File: src/rtl/tw_pkg.sv
package tw_pkg;

  // One-cycle load strobes raised by the word sequencer.
  typedef struct packed {
    logic band_ld;
    logic div_ld;
    logic div_short_ld;
    logic test_ld;
  } tw_load_t;

endpackage

File: src/rtl/tw_sync.sv
module tw_sync #(
  parameter int STAGES = 2,
  parameter int W      = 3
) (
  input  logic         clk,
  input  logic         rst_n,
  input  logic [W-1:0] din,
  output logic [W-1:0] dout
);

  generate
    for (genvar b = 0; b < W; b++) begin : g_bit
      logic [STAGES-1:0] chain;
      always_ff @(posedge clk or negedge rst_n) begin
        if (!rst_n) chain <= '0;
        else        chain <= {chain[STAGES-2:0], din[b]};
      end
      assign dout[b] = chain[STAGES-1];
    end
  endgenerate

endmodule

File: src/rtl/tw_frame_seq.sv
module tw_frame_seq
  import tw_pkg::*;
#(
  parameter int BAND_W    = 4,
  parameter int DIV_W     = 15,
  parameter int FRAME_MAX = 34,
  parameter int SR_W      = 15,
  parameter int CNT_W     = 6
) (
  input  logic            clk,
  input  logic            rst_n,
  input  logic            en_lvl,
  input  logic            sck_lvl,
  input  logic            sdi,
  output tw_load_t        ld,
  output logic [SR_W-1:0] sreg,
  output logic [CNT_W-1:0] cnt
);

  localparam int DIV_END = BAND_W + DIV_W;

  logic en_d, sck_d;
  logic en_rise, en_fall, sck_rise, sck_fall;
  logic in_word;

  always_ff @(posedge clk or negedge rst_n) begin
    if (!rst_n) begin
      en_d  <= 1'b0;
      sck_d <= 1'b0;
    end else begin
      en_d  <= en_lvl;
      sck_d <= sck_lvl;
    end
  end

  assign en_rise  =  en_lvl & ~en_d;
  assign en_fall  = ~en_lvl &  en_d;
  assign sck_rise =  sck_lvl & ~sck_d;
  assign sck_fall = ~sck_lvl &  sck_d;
  assign in_word  =  en_lvl & ~en_rise;

  // Pulse counter saturates one above FRAME_MAX so later pulses match no point.
  always_ff @(posedge clk or negedge rst_n) begin
    if (!rst_n) begin
      cnt  <= '0;
      sreg <= '0;
    end else if (en_rise) begin
      cnt  <= '0;
      sreg <= '0;
    end else if (in_word && sck_rise) begin
      if (cnt < CNT_W'(FRAME_MAX)) begin
        cnt  <= cnt + 1'b1;
        sreg <= {sreg[SR_W-2:0], sdi};
      end else begin
        cnt  <= CNT_W'(FRAME_MAX + 1);
      end
    end
  end

  always_comb begin
    ld              = '0;
    ld.band_ld      = in_word && sck_fall && (cnt == CNT_W'(BAND_W));
    ld.div_ld       = in_word && sck_fall && (cnt == CNT_W'(DIV_END));
    ld.test_ld      = in_word && sck_fall && (cnt == CNT_W'(FRAME_MAX));
    ld.div_short_ld = en_fall && (cnt == CNT_W'(DIV_END - 1));
  end

endmodule

File: src/rtl/tw_latch_bank.sv
module tw_latch_bank
  import tw_pkg::*;
#(
  parameter int BAND_W  = 4,
  parameter int DIV_W   = 15,
  parameter int TEST_W  = 7,
  parameter int SR_W    = 15,
  parameter int TEST_HI = 14,
  parameter int DIV_POR = 256
) (
  input  logic              clk,
  input  logic              rst_n,
  input  tw_load_t          ld,
  input  logic [SR_W-1:0]   sreg,
  output logic [BAND_W-1:0] band_q,
  output logic [DIV_W-1:0]  div_q,
  output logic [TEST_W-1:0] test_q
);

  always_ff @(posedge clk or negedge rst_n) begin
    if (!rst_n) begin
      band_q <= '0;
      div_q  <= DIV_W'(DIV_POR);
      test_q <= '0;
    end else begin
      if (ld.band_ld)      band_q <= sreg[BAND_W-1:0];
      if (ld.div_ld)       div_q  <= sreg[DIV_W-1:0];
      else if (ld.div_short_ld)
                           div_q  <= {1'b0, sreg[DIV_W-2:0]};
      if (ld.test_ld)      test_q <= sreg[TEST_HI -: TEST_W];
    end
  end

endmodule

File: src/rtl/tw_tuner_rx.sv
module tw_tuner_rx
  import tw_pkg::*;
#(
  parameter int BAND_W      = 4,
  parameter int DIV_W       = 15,
  parameter int TEST_W      = 7,
  parameter int FRAME_MAX   = 34,
  parameter int SYNC_STAGES = 2,
  parameter int DIV_POR     = 256
) (
  input  logic              clk,
  input  logic              rst_n,
  input  logic              bus_dat,
  input  logic              bus_sck,
  input  logic              bus_en,
  output logic [BAND_W-1:0] band_q,
  output logic [DIV_W-1:0]  div_q,
  output logic [TEST_W-1:0] test_q
);

  localparam int DIV_END = BAND_W + DIV_W;
  localparam int SR_W    = FRAME_MAX - DIV_END;
  localparam int TEST_HI = SR_W - 1;
  localparam int CNT_W   = $clog2(FRAME_MAX + 2);

  logic [2:0]       sync_q;
  logic             en_lvl, sck_lvl, dat_lvl;
  tw_load_t         ld;
  logic [SR_W-1:0]  sreg;
  logic [CNT_W-1:0] cnt;

  tw_sync #(.STAGES(SYNC_STAGES), .W(3)) u_sync (
    .clk  (clk),
    .rst_n(rst_n),
    .din  ({bus_en, bus_sck, bus_dat}),
    .dout (sync_q)
  );

  assign {en_lvl, sck_lvl, dat_lvl} = sync_q;

  tw_frame_seq #(
    .BAND_W(BAND_W), .DIV_W(DIV_W), .FRAME_MAX(FRAME_MAX),
    .SR_W(SR_W), .CNT_W(CNT_W)
  ) u_seq (
    .clk    (clk),
    .rst_n  (rst_n),
    .en_lvl (en_lvl),
    .sck_lvl(sck_lvl),
    .sdi    (dat_lvl),
    .ld     (ld),
    .sreg   (sreg),
    .cnt    (cnt)
  );

  tw_latch_bank #(
    .BAND_W(BAND_W), .DIV_W(DIV_W), .TEST_W(TEST_W),
    .SR_W(SR_W), .TEST_HI(TEST_HI), .DIV_POR(DIV_POR)
  ) u_bank (
    .clk   (clk),
    .rst_n (rst_n),
    .ld    (ld),
    .sreg  (sreg),
    .band_q(band_q),
    .div_q (div_q),
    .test_q(test_q)
  );

endmodule

File: config.mk
export PLATFORM = sky130hd
export DESIGN_NAME = tw_tuner_rx
export DESIGN_NICKNAME = d
export VERILOG_FILES = /design/src/rtl/tw_pkg.sv /design/src/rtl/tw_sync.sv /design/src/rtl/tw_frame_seq.sv /design/src/rtl/tw_latch_bank.sv /design/src/rtl/tw_tuner_rx.sv
export SDC_FILE = /design/constraint.sdc
export NUM_CORES = 1
export LEC_CHECK = 0
export BUFFER_PORTS_ARGS = -buffer_cell sky130_fd_sc_hd__buf_4
export CAP_MARGIN = 20
export CORE_UTILIZATION = 45
export DETAILED_ROUTE_END_ITERATION = 7
export SLEW_MARGIN = 20
export SYNTH_ARGS = -nofsm -noshare
export SYNTH_HDL_FRONTEND = slang
export SYNTH_SLANG_ARGS = --single-unit
File: constraint.sdc
create_clock -name clk -period 4 [get_ports clk]
set_input_delay 0.6 -clock clk [delete_from_list [all_inputs] [get_ports clk]]
set_output_delay 0.6 -clock clk [all_outputs]
set_load 0.02 [all_outputs]
Word level (Yosys, flattened, before mapping)
Cells that the tools add are included.
- register bits after elaboration: 55
- input bits: 5
- output and inout bits: 26
- logic and storage cells: 44
- add/subtract/negate cells: 1
- order comparisons: 1
- equal/unequal tests: 4
- mux-type cells: 8
- bitwise gates (word level): 10
- reduce and logical (&&, ||, !) cells: 10
- operators with widths (operator ; count):
    two-way mux 15 bit ; 5
    two-way mux 6 bit ; 3
    == test 6 x 5 -> 1 bit (second input constant) ; 2
    adder 6 x 1 -> 6 bit (second input constant) ; 1
    == test 6 x 3 -> 1 bit (second input constant) ; 1
    == test 6 bit (second input constant) ; 1
    logical AND 1 bit ; 6
    less-than comparator 6 bit (second input constant) ; 1
    nonzero test 2 bit ; 3
    AND 1 bit ; 5
    NOT 1 bit ; 5
    AND reduction 2 bit ; 1

Logic depth before layout (Yosys ltp)
- depth in word-level cells: 7
- mapped depth: 6
- gate-level depth less buffers: 5

Hierarchy
A second synthesis with hierarchy kept.
- cell total of the unflattened synthesis: 182
- area, all modules: 2307.2 µm²
- by module, submodules not included (module ; instances ; cells each ; area an instance (µm²) ; seq. area each (µm²)):
    tw_frame_seq ; 1 ; 118 ; 1121.1 ; 575.6
    tw_latch_bank ; 1 ; 55 ; 1013.5 ; 651.9
    tw_sync ; 1 ; 9 ; 172.7 ; 150.1

Least setup slack after synthesis
No wires, ideal clock.
- kind: register -> register
- start point: register u_seq.cnt[1]
- end point: register u_bank.div_q[10]
- setup time: 0.125 ns
- data arrival time: 1.729 ns
- required time: 3.875 ns
- setup slack: 2.146 ns
- cell stages (with the launch flop): 6
- buffers on the path: 1
- clock period less this slack: 1.854 ns
- cells stage by stage: dfrtp_1 > ha_1 > and4b_1 > o211ai_2 > buf_2 > mux2_2
- longest elaborated chain between the ends: 3
- elaborated cells between the ends (all ways): 6
- those cells by class: eq/ne (2); mux (1); reduce/logical (3)
- RTL lines (item ; line ; text):
    start: declaration ; tw_frame_seq.sv:17 ; output logic [CNT_W-1:0] cnt
    start signal: assignment ; tw_frame_seq.sv:52 ; cnt <= cnt + 1'b1;
    start signal: assignment ; tw_frame_seq.sv:55 ; cnt <= CNT_W'(FRAME_MAX + 1);
    == test 6 x 5 -> 1 bit (on tied branches) ; tw_frame_seq.sv:63, tw_frame_seq.sv:65 ;
    logical AND 1 bit (on tied branches) ; tw_frame_seq.sv:63, tw_frame_seq.sv:65 ;
    two-way mux 15 bit / nonzero test 2 bit (equally long branches) ; - ;
    end signal: assignment ; tw_latch_bank.sv:23 ; div_q <= DIV_W'(DIV_POR);
    end signal: assignment ; tw_latch_bank.sv:27 ; if (ld.div_ld) div_q <= sreg[DIV_W-1:0];
    end signal: assignment ; tw_latch_bank.sv:29 ; div_q <= {1'b0, sreg[DIV_W-2:0]};
    end: declaration ; tw_latch_bank.sv:16 ; output logic [DIV_W-1:0] div_q,
Parallel ways exist; a longest one is shown, timed or not.
A chain may end at the register's enable or synchronous reset.

Worst setup path in the final report
- start point: register u_seq.cnt[2]
- end point: register u_seq.sreg[4]
- longest elaborated chain between the ends: 3
- RTL lines (item ; line ; text):
    less-than comparator 6 bit ; tw_frame_seq.sv:51 ; if (cnt < CNT_W'(FRAME_MAX)) begin
    nonzero test 2 bit (no source line) ; - ;
    AND reduction 2 bit (no source line) ; - ;
    end signal: assignment ; tw_frame_seq.sv:53 ; sreg <= {sreg[SR_W-2:0], sdi};
    end: declaration ; tw_frame_seq.sv:16 ; output logic [SR_W-1:0] sreg,
Every way passes these cells.

==> results.rst <==
.. list-table::
   :header-rows: 1

   * - Metric
     - Value
   * - Proportion of synthesized area in mux cells
     - 12.2%
   * - Number of nets produced by synthesis
     - 186
   * - Top area cells in the synthesized netlist
     - dfrtp_1 (58%), mux2_2 (12%), nand3_1 (3.7%), o21ai_2 (3.4%), nand2_1 (2.9%)
   * - TritonCTS clock tree
     - done
   * - Most frequently used flop master after synthesis
     - dfrtp_1
   * - Slack of the critical path
     - 1.45 ns
   * - Basic-gate share of the synthesized area counting and, or, nand and nor cells
     - 13.0%
   * - Required arrival time at the worst endpoint
     - 4.15 ns
   * - Average cell area after synthesis
     - 13.0 µm²
   * - TritonCTS Sinks
     - 55
   * - Clk slew on worst S/H paths
     - 0.09 ns
   * - Slew Viols, Final
     - 0
   * - Net count, final
     - 211
   * - Final routed wire length divided by cell count
     - 15.2 µm
   * - Worst relative slew slack
     - 38.4%
   * - Initial Util
     - 47.8%
   * - Post-CTS Setup Inserts
     - 0
   * - Worst reg2reg path endpoint
     - u_seq.sreg[4]
   * - Leakage power total
     - 1.27 nW
   * - Filler cells
     - 419
   * - Share of flip-flops with an asynchronous set or reset after synthesis
     - 100%
   * - Slew at the pin closest to its max-slew limit
     - 0.920 ns
   * - Die outline area
     - 5440 µm²
   * - Netlist cell types
     - 40
   * - Core region area
     - 4850 µm²
   * - Clk root buf
     - clkbuf_8
   * - Routed vias
     - 1,434
   * - Category of the critical setup timing path
     - register to register
   * - Start of the worst register-to-register path
     - u_seq.cnt[2]
   * - Syn. warnings
     - 0
   * - Register-to-register path setup slack
     - 1.45 ns
   * - Flop and latch count out of synthesis
     - 55
   * - Drt first-iter violations
     - 81
   * - Total congestion overflow after global routing
     - 0
   * - Height of the die
     - 73.7 µm
   * - Final period util
     - 63.8%
   * - Share of the core filled with cells
     - 54.2%
   * - Site row count
     - 25
   * - CTS H-Tree Depth
     - 2
   * - Commonest non-fill, non-tap cells in the layout
     - dfrtp_1 (54), buf_4 (30), mux2_2 (24), nand2_1 (18), nand3_1 (17)
   * - RSZ-0062 raised after global routing
     - no
   * - Synthesized instance count
     - 178
   * - Hold/Removal Path Class
     - input pin to asynchronous set/reset pin
   * - CTS Hold Buffers Added
     - 0
   * - Largest driver fanout on the critical path
     - 19
   * - Number of global-route vias before repair
     - 1,366
   * - Inserted Clock Buffers
     - 5
   * - Cell Count, Final, Fillers Out
     - 271
   * - FF-to-FF path depth
     - 3
   * - Final hold viol count
     - 0
   * - Clock tree skew after final layout
     - 0.00554 ns
   * - Share of Yosys cell area claimed by the top area cell type
     - 58.3%
   * - Share of cells above drive strength 1
     - 37.7%
   * - P per Cell Area
     - 339 nW/µm²
   * - I/O pin count
     - 31
   * - PostCTS Resize Cnt
     - 0
   * - Compound-gate portion of the synthesized area
     - 9.45%
   * - Endpoint type of the worst setup path
     - register
   * - Max cap viols
     - 0
   * - Final Critical Period
     - 2.55 ns
   * - Post-Route WL
     - 4120 µm
   * - Remaining design rule violation count
     - 0
   * - Last weighted congestion value of the routability-driven placer
     - 0.830
   * - Maximum number of pins on one net before global-route repair
     - 56
   * - Sequential cell area fraction in the yosys report
     - 59.5%
   * - Count of nets left with antenna violations after detail routing
     - 0
   * - Number of enable flip-flop cells after synthesis
     - 0
   * - Ant diodes
     - 0
   * - Final setup violation count
     - 0
   * - Worst setup SP type
     - register
   * - Adder and majority gate portion of the synthesized area
     - 1.62%
   * - Peak ir drop on the vdd network
     - 215 µV
   * - First-pass GRT wire length
     - 6820 µm
   * - HPWL reported at the end of detailed placement
     - 2700 µm
   * - Number of antenna violations at the first check in global routing
     - 0
   * - Ratio of routed vias to standard cells
     - 5.29
   * - Total Power
     - 0.891 mW
   * - Clock latency at the later pin of the worst-skew pair
     - 0.30 ns
   * - Setup WS pre-CTS
     - 1.45 ns
   * - Post-synthesis share of cell area spent on xor and xnor gates
     - 0.378%
   * - Width of the die
     - 73.7 µm
   * - Post-Syn Area
     - 2320 µm²
   * - Cell type with the highest aggregate area in the netlist
     - dfrtp_1
   * - IO Port Bufs
     - 30
   * - GR Util All Layers
     - 17.0%
   * - Arrival time at the worst endpoint
     - 2.70 ns
   * - First element of the critical path
     - u_seq.cnt[2]
   * - Buffers from clock root to sink, at most
     - 2
   * - First-pass iteration count of the detailed router
     - 4
   * - Area growth from synthesis to final layout
     - 13.6%
   * - Max Freq
     - 0.392 GHz
   * - Outcome
     - finished clean
   * - Number of placed instances, taps included
     - 263
   * - Combinational family with the most area after synthesis
     - simple AND/OR/NAND/NOR gates
   * - Final sum of negative setup slack
     - 0 ns
   * - Leading cell type in the layout, fill and taps excluded
     - dfrtp_1
-- metal layers --
metal,routed length [µm],track usage [%],vias to the layer above
met5,0,0,-
li1,-,-,675
met1,1910,24.4,712
met3,191,3.98,7
met2,1960,25.2,40
met4,61,6.41,0
-- metrics by stage --
step	cell area (µm²)	hold WS (ns)
CTS	2630	0.349
global route	2630	0.370
finish	2630	0.333
detailed placement	2540	0.350
global placement	2540	0.333
floorplan	2320	0.304
-- worst max path at each step --
stage | to | slack, ns | cells after the start
2_1_floorplan | u_bank.div_q[10] | 2.15 | 5
3_3_place_gp | u_seq.sreg[2] | 1.54 | 3
4_1_cts | u_seq.sreg[4] | 1.43 | 3
6_report | u_seq.sreg[4] | 1.45 | 3
5_1_grt | u_seq.sreg[1] | 1.25 | 3
3_5_place_dp | u_seq.sreg[4] | 1.45 | 3
-- cell usage after synthesis (2+ instances only) --
master     instances
and4b_1            2
buf_2              3
buf_4              2
clkbuf_1           5
dfrtp_1           54
ha_1               3
inv_1              3
mux2_2            24
nand2_1           18
nand3_1           17
nand4bb_1          2
nor2b_1            2
o21ai_0            8
o21ai_2            9
-- flip-flops by register name, indices dropped and copies added, names as in the netlist --
name / count
u_bank.band_q: 4
u_seq.cnt: 6
u_sync.g_bit.chain: 6
u_bank.test_q: 7
u_seq.en_d: 1
u_bank.div_q: 15
u_seq.sreg: 15
u_seq.sck_d: 1
-- kinds of logic after synthesis --
logic type / after synthesis
AO/OA/AOI/OAI: 27
XOR/XNOR: 1
adder cells (fa/ha/maj): 3
buffers and inverters: 15
flip-flops: 55
multiplexers: 25
AND/OR/NAND/NOR: 52
-- power breakdown --
group	switching, mW	total [mW]	internal [mW]
registers	0.00842	0.571	0.563
clock network	0.167	0.289	0.123
logic	0.0226	0.0309	0.00828
-- final cells by class --
type                       instances  area, µm²  share of cell area (%)
timing repair buffer              30        225                    8.56
sequential                        55       1380                    52.4
multi-input combinational        108        847                    32.2
inverter                           3       11.3                   0.428
tap                               67       83.8                    3.19
clock inverter                     2       12.5                   0.476
clock buffer                       6       72.6                    2.76
-- critical path: stages, from the launching register on --
cell and delay [ns]:
dfrtp_1 0.50, o41ai_4 0.90, and2_1 0.76, o21ai_0 0.23
No activity file was read; power rests on OpenSTA's default activity.
